<file path="config.mk">
export PLATFORM = sky130hd
export DESIGN_NAME = topsel
export DESIGN_NICKNAME = d
export VERILOG_FILES = /design/src/rtl/topsel_pkg.sv /design/src/rtl/topsel_cas.sv /design/src/rtl/topsel_pick.sv /design/src/rtl/topsel_step.sv /design/src/rtl/topsel.sv
export SDC_FILE = /design/constraint.sdc
export NUM_CORES = 2
export LEC_CHECK = 0
export BUFFER_PORTS_ARGS = -buffer_cell sky130_fd_sc_hd__buf_2
export CORE_ASPECT_RATIO = 0.7
export CORE_UTILIZATION = 60
export DETAILED_ROUTE_END_ITERATION = 12
export PLACE_DENSITY = 0.78
export SLEW_MARGIN = 20
export SYNTH_ARGS = -nofsm -noshare
export SYNTH_HDL_FRONTEND = slang
export SYNTH_HIERARCHICAL = 1
export SYNTH_SLANG_ARGS = --single-unit
</file>
<file path="constraint.sdc">
create_clock -name clk -period 9.5 [get_ports clk]
set_input_delay 0 -clock clk [delete_from_list [all_inputs] [get_ports clk]]
set_output_delay 0 -clock clk [all_outputs]
set_load 0.03 [all_outputs]
</file>
<file path="src/rtl/topsel_pkg.sv">
package topsel_pkg;

    typedef enum logic [2:0] {
        K_PAIR,    // sort adjacent pairs
        K_CROSS4,  // outer/inner exchange inside a group of four
        K_HALVE,   // keep max of group and reversed neighbour
        K_SPAN2,   // exchange at distance two inside a group
        K_ADJ,     // exchange at distance one inside a group
        K_FINAL    // last halving plus full re-sort of four
    } step_kind_e;

    function automatic int stage_total(input int lanes);
        return 3 * $clog2(lanes) - 5;
    endfunction

    function automatic step_kind_e kind_of(input int s, input int total);
        if (s == 0)         return K_PAIR;
        if (s == 1)         return K_CROSS4;
        if (s == 2)         return K_ADJ;
        if (s == total - 1) return K_FINAL;
        case ((s - 3) % 3)
            0:       return K_HALVE;
            1:       return K_SPAN2;
            default: return K_ADJ;
        endcase
    endfunction

    // spreads exactly depth registers over total steps, last one at the end
    function automatic bit reg_after(input int s, input int total, input int depth);
        return (((s + 1) * depth) / total) != ((s * depth) / total);
    endfunction

endpackage

</file>
<file path="src/rtl/topsel_cas.sv">
module topsel_cas #(
    parameter int EW = 18,
    parameter int KW = 14
) (
    input  logic [EW-1:0] a_i,
    input  logic [EW-1:0] b_i,
    output logic [EW-1:0] hi_o,
    output logic [EW-1:0] lo_o
);
    logic a_wins;

    assign a_wins = a_i[EW-1 -: KW] >= b_i[EW-1 -: KW];
    assign hi_o   = a_wins ? a_i : b_i;
    assign lo_o   = a_wins ? b_i : a_i;
endmodule

</file>
<file path="src/rtl/topsel_pick.sv">
module topsel_pick #(
    parameter int EW = 18,
    parameter int KW = 14
) (
    input  logic [EW-1:0] a_i,
    input  logic [EW-1:0] b_i,
    output logic [EW-1:0] y_o
);
    assign y_o = (a_i[EW-1 -: KW] >= b_i[EW-1 -: KW]) ? a_i : b_i;
endmodule

</file>
<file path="src/rtl/topsel_step.sv">
module topsel_step
    import topsel_pkg::*;
#(
    parameter int         LANES = 16,
    parameter int         EW    = 18,
    parameter int         KW    = 14,
    parameter step_kind_e KIND  = K_PAIR
) (
    input  logic [LANES*EW-1:0] bus_i,
    output logic [LANES*EW-1:0] bus_o
);
    localparam int GRP4 = LANES / 4;
    localparam int GRP8 = LANES / 8;

    logic [EW-1:0] a [LANES];
    logic [EW-1:0] o [LANES];

    for (genvar l = 0; l < LANES; l++) begin : g_io
        assign a[l] = bus_i[l*EW +: EW];
        assign bus_o[l*EW +: EW] = o[l];
    end

    case (KIND)
        K_PAIR: begin : g_pair
            for (genvar p = 0; p < LANES / 2; p++) begin : g_p
                topsel_cas #(.EW(EW), .KW(KW)) u_cas (
                    .a_i(a[2*p]), .b_i(a[2*p+1]), .hi_o(o[2*p]), .lo_o(o[2*p+1]));
            end
        end
        K_CROSS4: begin : g_cross
            for (genvar g = 0; g < GRP4; g++) begin : g_g
                topsel_cas #(.EW(EW), .KW(KW)) u_out (
                    .a_i(a[4*g]), .b_i(a[4*g+3]), .hi_o(o[4*g]), .lo_o(o[4*g+3]));
                topsel_cas #(.EW(EW), .KW(KW)) u_in (
                    .a_i(a[4*g+1]), .b_i(a[4*g+2]), .hi_o(o[4*g+1]), .lo_o(o[4*g+2]));
            end
        end
        K_SPAN2: begin : g_span
            for (genvar g = 0; g < GRP4; g++) begin : g_g
                topsel_cas #(.EW(EW), .KW(KW)) u_c0 (
                    .a_i(a[4*g]), .b_i(a[4*g+2]), .hi_o(o[4*g]), .lo_o(o[4*g+2]));
                topsel_cas #(.EW(EW), .KW(KW)) u_c1 (
                    .a_i(a[4*g+1]), .b_i(a[4*g+3]), .hi_o(o[4*g+1]), .lo_o(o[4*g+3]));
            end
        end
        K_ADJ: begin : g_adj
            for (genvar g = 0; g < GRP4; g++) begin : g_g
                topsel_cas #(.EW(EW), .KW(KW)) u_c0 (
                    .a_i(a[4*g]), .b_i(a[4*g+1]), .hi_o(o[4*g]), .lo_o(o[4*g+1]));
                topsel_cas #(.EW(EW), .KW(KW)) u_c1 (
                    .a_i(a[4*g+2]), .b_i(a[4*g+3]), .hi_o(o[4*g+2]), .lo_o(o[4*g+3]));
            end
        end
        K_HALVE: begin : g_halve
            for (genvar g = 0; g < GRP8; g++) begin : g_g
                for (genvar i = 0; i < 4; i++) begin : g_i
                    topsel_pick #(.EW(EW), .KW(KW)) u_pick (
                        .a_i(a[8*g+i]), .b_i(a[8*g+7-i]), .y_o(o[4*g+i]));
                end
            end
            for (genvar l = LANES / 2; l < LANES; l++) begin : g_pass
                assign o[l] = a[l];
            end
        end
        default: begin : g_final
            logic [EW-1:0] m [4];
            logic [EW-1:0] p [4];
            for (genvar i = 0; i < 4; i++) begin : g_i
                topsel_pick #(.EW(EW), .KW(KW)) u_pick (
                    .a_i(a[i]), .b_i(a[7-i]), .y_o(m[i]));
            end
            topsel_cas #(.EW(EW), .KW(KW)) u_s0 (
                .a_i(m[0]), .b_i(m[2]), .hi_o(p[0]), .lo_o(p[2]));
            topsel_cas #(.EW(EW), .KW(KW)) u_s1 (
                .a_i(m[1]), .b_i(m[3]), .hi_o(p[1]), .lo_o(p[3]));
            topsel_cas #(.EW(EW), .KW(KW)) u_a0 (
                .a_i(p[0]), .b_i(p[1]), .hi_o(o[0]), .lo_o(o[1]));
            topsel_cas #(.EW(EW), .KW(KW)) u_a1 (
                .a_i(p[2]), .b_i(p[3]), .hi_o(o[2]), .lo_o(o[3]));
            for (genvar l = 4; l < LANES; l++) begin : g_pass
                assign o[l] = a[l];
            end
        end
    endcase
endmodule

</file>
<file path="src/rtl/topsel.sv">
module topsel
    import topsel_pkg::*;
#(
    parameter int N     = 16,
    parameter int KEY_W = 10,
    parameter int TAG_W = 4,
    parameter int DEPTH = 4
) (
    input  logic               clk,
    input  logic               rst_n,
    input  logic [N*KEY_W-1:0] in_key,
    input  logic [N*TAG_W-1:0] in_tag,
    input  logic               in_vld,
    output logic [4*KEY_W-1:0] out_key,
    output logic [4*TAG_W-1:0] out_tag,
    output logic               out_vld
);
    localparam int IDX_W  = $clog2(N);
    localparam int KW     = KEY_W + IDX_W;
    localparam int EW     = KW + TAG_W;
    localparam int STAGES = stage_total(N);
    localparam int CW     = $clog2(DEPTH + 2) + 1;

    // entry layout: {key, inverted lane index, tag}
    logic [N*EW-1:0] entry_in;

    for (genvar l = 0; l < N; l++) begin : g_pack
        assign entry_in[l*EW +: EW] = {in_key[l*KEY_W +: KEY_W],
                                       ~IDX_W'(l),
                                       in_tag[l*TAG_W +: TAG_W]};
    end

    for (genvar s = 0; s < STAGES; s++) begin : g_stage
        logic [N*EW-1:0] src;
        logic [N*EW-1:0] mix;
        logic [N*EW-1:0] q;
        logic            src_v;
        logic            q_v;

        if (s == 0) begin : g_head
            assign src   = entry_in;
            assign src_v = in_vld;
        end else begin : g_link
            assign src   = g_stage[s-1].q;
            assign src_v = g_stage[s-1].q_v;
        end

        topsel_step #(
            .LANES(N), .EW(EW), .KW(KW), .KIND(kind_of(s, STAGES))
        ) u_step (
            .bus_i(src),
            .bus_o(mix)
        );

        if (reg_after(s, STAGES, DEPTH)) begin : g_reg
            always_ff @(posedge clk) begin
                q <= mix;
            end
            always_ff @(posedge clk or negedge rst_n) begin
                if (!rst_n) q_v <= 1'b0;
                else        q_v <= src_v;
            end
        end else begin : g_wire
            assign q   = mix;
            assign q_v = src_v;
        end
    end

    logic [N*EW-1:0]  final_bus;
    logic [KEY_W-1:0] slot_key [4];
    logic [IDX_W-1:0] slot_idx [4];

    assign final_bus = g_stage[STAGES-1].q;
    assign out_vld   = g_stage[STAGES-1].q_v;

    for (genvar i = 0; i < 4; i++) begin : g_slot
        assign slot_key[i] = final_bus[i*EW + TAG_W + IDX_W +: KEY_W];
        assign slot_idx[i] = ~final_bus[i*EW + TAG_W +: IDX_W];
        assign out_key[i*KEY_W +: KEY_W] = slot_key[i];
        assign out_tag[i*TAG_W +: TAG_W] = final_bus[i*EW +: TAG_W];
    end

    logic unused_lanes;
    assign unused_lanes = ^final_bus[N*EW-1:4*EW];

    // ---------------- checks ----------------
    logic [CW-1:0] fill_cnt;
    logic [CW-1:0] pend_cnt;

    always_ff @(posedge clk or negedge rst_n) begin
        if (!rst_n) begin
            fill_cnt <= '0;
            pend_cnt <= '0;
        end else begin
            if (fill_cnt < CW'(DEPTH)) fill_cnt <= fill_cnt + 1'b1;
            pend_cnt <= pend_cnt + CW'(in_vld) - CW'(out_vld);
        end
    end


    slot_order_chk: assert property (@(posedge clk) disable iff (!rst_n)
        out_vld |-> (slot_key[0] >= slot_key[1]) && (slot_key[1] >= slot_key[2])
                    && (slot_key[2] >= slot_key[3]));


    tie_rank_chk: assert property (@(posedge clk) disable iff (!rst_n)
        out_vld |-> ((slot_key[0] != slot_key[1]) || (slot_idx[0] < slot_idx[1]))
                 && ((slot_key[1] != slot_key[2]) || (slot_idx[1] < slot_idx[2]))
                 && ((slot_key[2] != slot_key[3]) || (slot_idx[2] < slot_idx[3])));


    vld_pending_chk: assert property (@(posedge clk) disable iff (!rst_n)
        out_vld |-> (pend_cnt != '0));


    pend_bound_chk: assert property (@(posedge clk) disable iff (!rst_n)
        pend_cnt <= CW'(DEPTH));


    fill_before_vld_chk: assert property (@(posedge clk) disable iff (!rst_n)
        out_vld |-> (fill_cnt == CW'(DEPTH)));

endmodule

</file>
==> results.py <==
metrics = {
    "grt": {
        "grtUsageTotal": 0.318,
        "met1_usage": 0.456,
        "antenna_found_initial": 3,
        "grt_pass1_wl_um": 224000,
        "first_global_vias": 38400,
        "grt-ovfl-total": 0,
        "use_met2": 0.478,
        "grt_max_degree": 37,
        "busiest_layer": "met2",
        "met3_usage": 0.0708,
    },
    "critical_path": {
        "cp.required_ns": 10.00,
        "startpoint_type": "flip-flop",
        "crit_path_max_fanout": 36,
        "crit_path_end_kind": "flip-flop",
        "cp.arrival_ns": 7.47,
        "path_class": "flip-flop to flip-flop",
    },
    "finish": {
        "seq_area_mm2": 0.0128,
        "syn2layout_area_growth_pct": 14.6,
        "nets": 6343,
        "fill_cells": 5925,
        "drive_gt1_frac": 0.372,
        "multi_input_area_mm2": 0.0362,
    },
    "min_path": {
        "hp-class": "input pin to flip-flop",
    },
    "sta": {
        "fin_tns_setup_ns": 0,
        "tightest_slew_ns": 1.18,
        "maxSlewViolCount": 0,
        "setup_violations": 0,
        "fin_ws_ns": 2.53,
        "period_share": 0.734,
        "fmax_mhz": 143,
        "rsz0062_at_grt": "no",
        "final-hold-violation-count": 0,
        "period_needed_ns": 6.97,
        "fin_skew_ns": 0.0315,
        "max-slew-margin-rel": 0.216,
    },
    "floorplan": {
        "coreArea_mm2": 0.0884,
        "fp.dieH_um": 252,
        "rows": 91,
        "dieArea_mm2": 0.0907,
        "fp.dieW_um": 360,
        "io_pins": 284,
        "initial_utilization": 0.608,
    },
    "yosys": {
        "syn_inst": 4607,
        "ys_warn_count": 6,
        "syn_area_per_cell_um2": 11.7,
        "synth_area_mm2": 0.0537,
    },
    "routing": {
        "via_per_inst": 5.78,
        "drt_pass1_iterations": 6,
        "drt-wirelength-per-cell_um": 22.6,
        "first_iter_violations": 3902,
        "remaining_drc_errors": 0,
        "dr_total_vias": 38500,
        "ant_nets": 0,
        "wl_um": 150000,
    },
    "place": {
        "hpwlAfterDp_um": 110000,
        "pre_cts_slack_ns": 2.64,
        "place_congestion": 0.990,
        "io_buffers": 283,
    },
    "clocking": {
        "post_cts_resized": 0,
        "cts_buffers": 68,
        "cts.clk_slew.worst_paths_ns": 0.06,
        "cts_tree": "built",
        "insertion_delay_ns": 0.64,
        "clockBufferDepth": 3,
        "h-tree-depth": 3,
        "clock_sinks": 636,
        "postCtsSetupRepairBufs": 0,
        "postCtsHoldBufs": 451,
        "root_buffer": "clkbuf_16",
    },
    "run_status": {
        "status": "finished, final reports clean",
    },
    "run": {
        "drv_cap": 0,
    },
}
worst paths after layout:
| check | to | startpoint | cells after the start | slack, ns |
|---|---|---|---|---|
| setup / recovery | final_bus[2] | g_stage[5].q[98] | 19 | 2.53 |
| hold / removal | g_stage[1].q_v | in_vld | 2 | 0.04 |
| setup reg to reg | final_bus[2] | g_stage[5].q[98] | 19 | 2.53 |
| hold reg to reg | g_stage[5].q_v | g_stage[3].q_v | 0 | 0.35 |
| max in group asynchronous | g_stage[5].q_v | rst_n | 3 | 9.06 |
| min in group asynchronous | out_vld | rst_n | 3 | 0.28 |
through the flow:
| stage | utilization | cell area, um2 | cells | hold slack [ns] |
|---|---|---|---|---|
| after floorplan | - | 54400 | 4797 | -0.296 |
| after global placement | 0.616 | 54400 | 6084 | -0.196 |
| after detailed placement | 0.616 | 54400 | 6084 | -0.194 |
| after CTS | 0.694 | 61300 | 6657 | 0.0134 |
| after global routing | 0.696 | 61500 | 6658 | 0.0356 |
| final | 0.696 | 61500 | 6659 | 0.0404 |
area by class of cell:
type	instances	area share
Timing Repair Buffer	745	0.0979
Clock buffer	85	0.0303
Tap cell	1162	0.0236
Multi-Input combinational cell	3273	0.589
Sequential cell	636	0.207
Inverter	720	0.0439
Clock inverter	37	0.00799
Antenna cell	1	0.0000407
cells in the final DEF (no fill, tap or decap), drive strengths merged, types with 49 or more instances in the layout:
cell,count
conb,192
nor2,49
o21ai,49
nand4,144
clkbuf,85
nand2,144
inv,726
o221ai,95
buf,294
ha,672
a21oi,336
mux2,1496
dlygate4sd3,451
dfxtp,632
per-layer routing:
| metal | up-vias | part of all wire | wire (um) |
|---|---|---|---|
| met5 | - | 0 | 0 |
| met4 | 0 | 0.026 | 3940 |
| met3 | 242 | 0.094 | 14200 |
| met2 | 1676 | 0.41 | 61900 |
| met1 | 18700 | 0.47 | 70300 |
| li1 | 17900 | - | - |
sequential cells by signal (all words and copies together) (netlist names):
register and count:
final_bus 56, g_stage.q 576, g_stage.q_v 3, out_vld 1
critical path: stages, from the launching register on:
cell      delay (ns)
dfxtp_1         0.34
inv_1           0.06
ha_1            0.31
nand4_1         0.13
o221ai_1        0.26
a221o_1         0.97
mux2_2          0.40
inv_1           0.06
ha_1            0.28
nand4_1         0.14
o221ai_1        0.27
a221o_2         0.95
mux2_2          0.46
ha_1            0.35
nand4_2         0.12
nor2_2          0.14
and3_1          0.16
a221o_1         0.64
buf_4           0.41
mux2_2          0.37
Power is left out: the tool's default activity adds up to more than one toggle a clock period on the data nets, which glitch-free logic cannot reach.
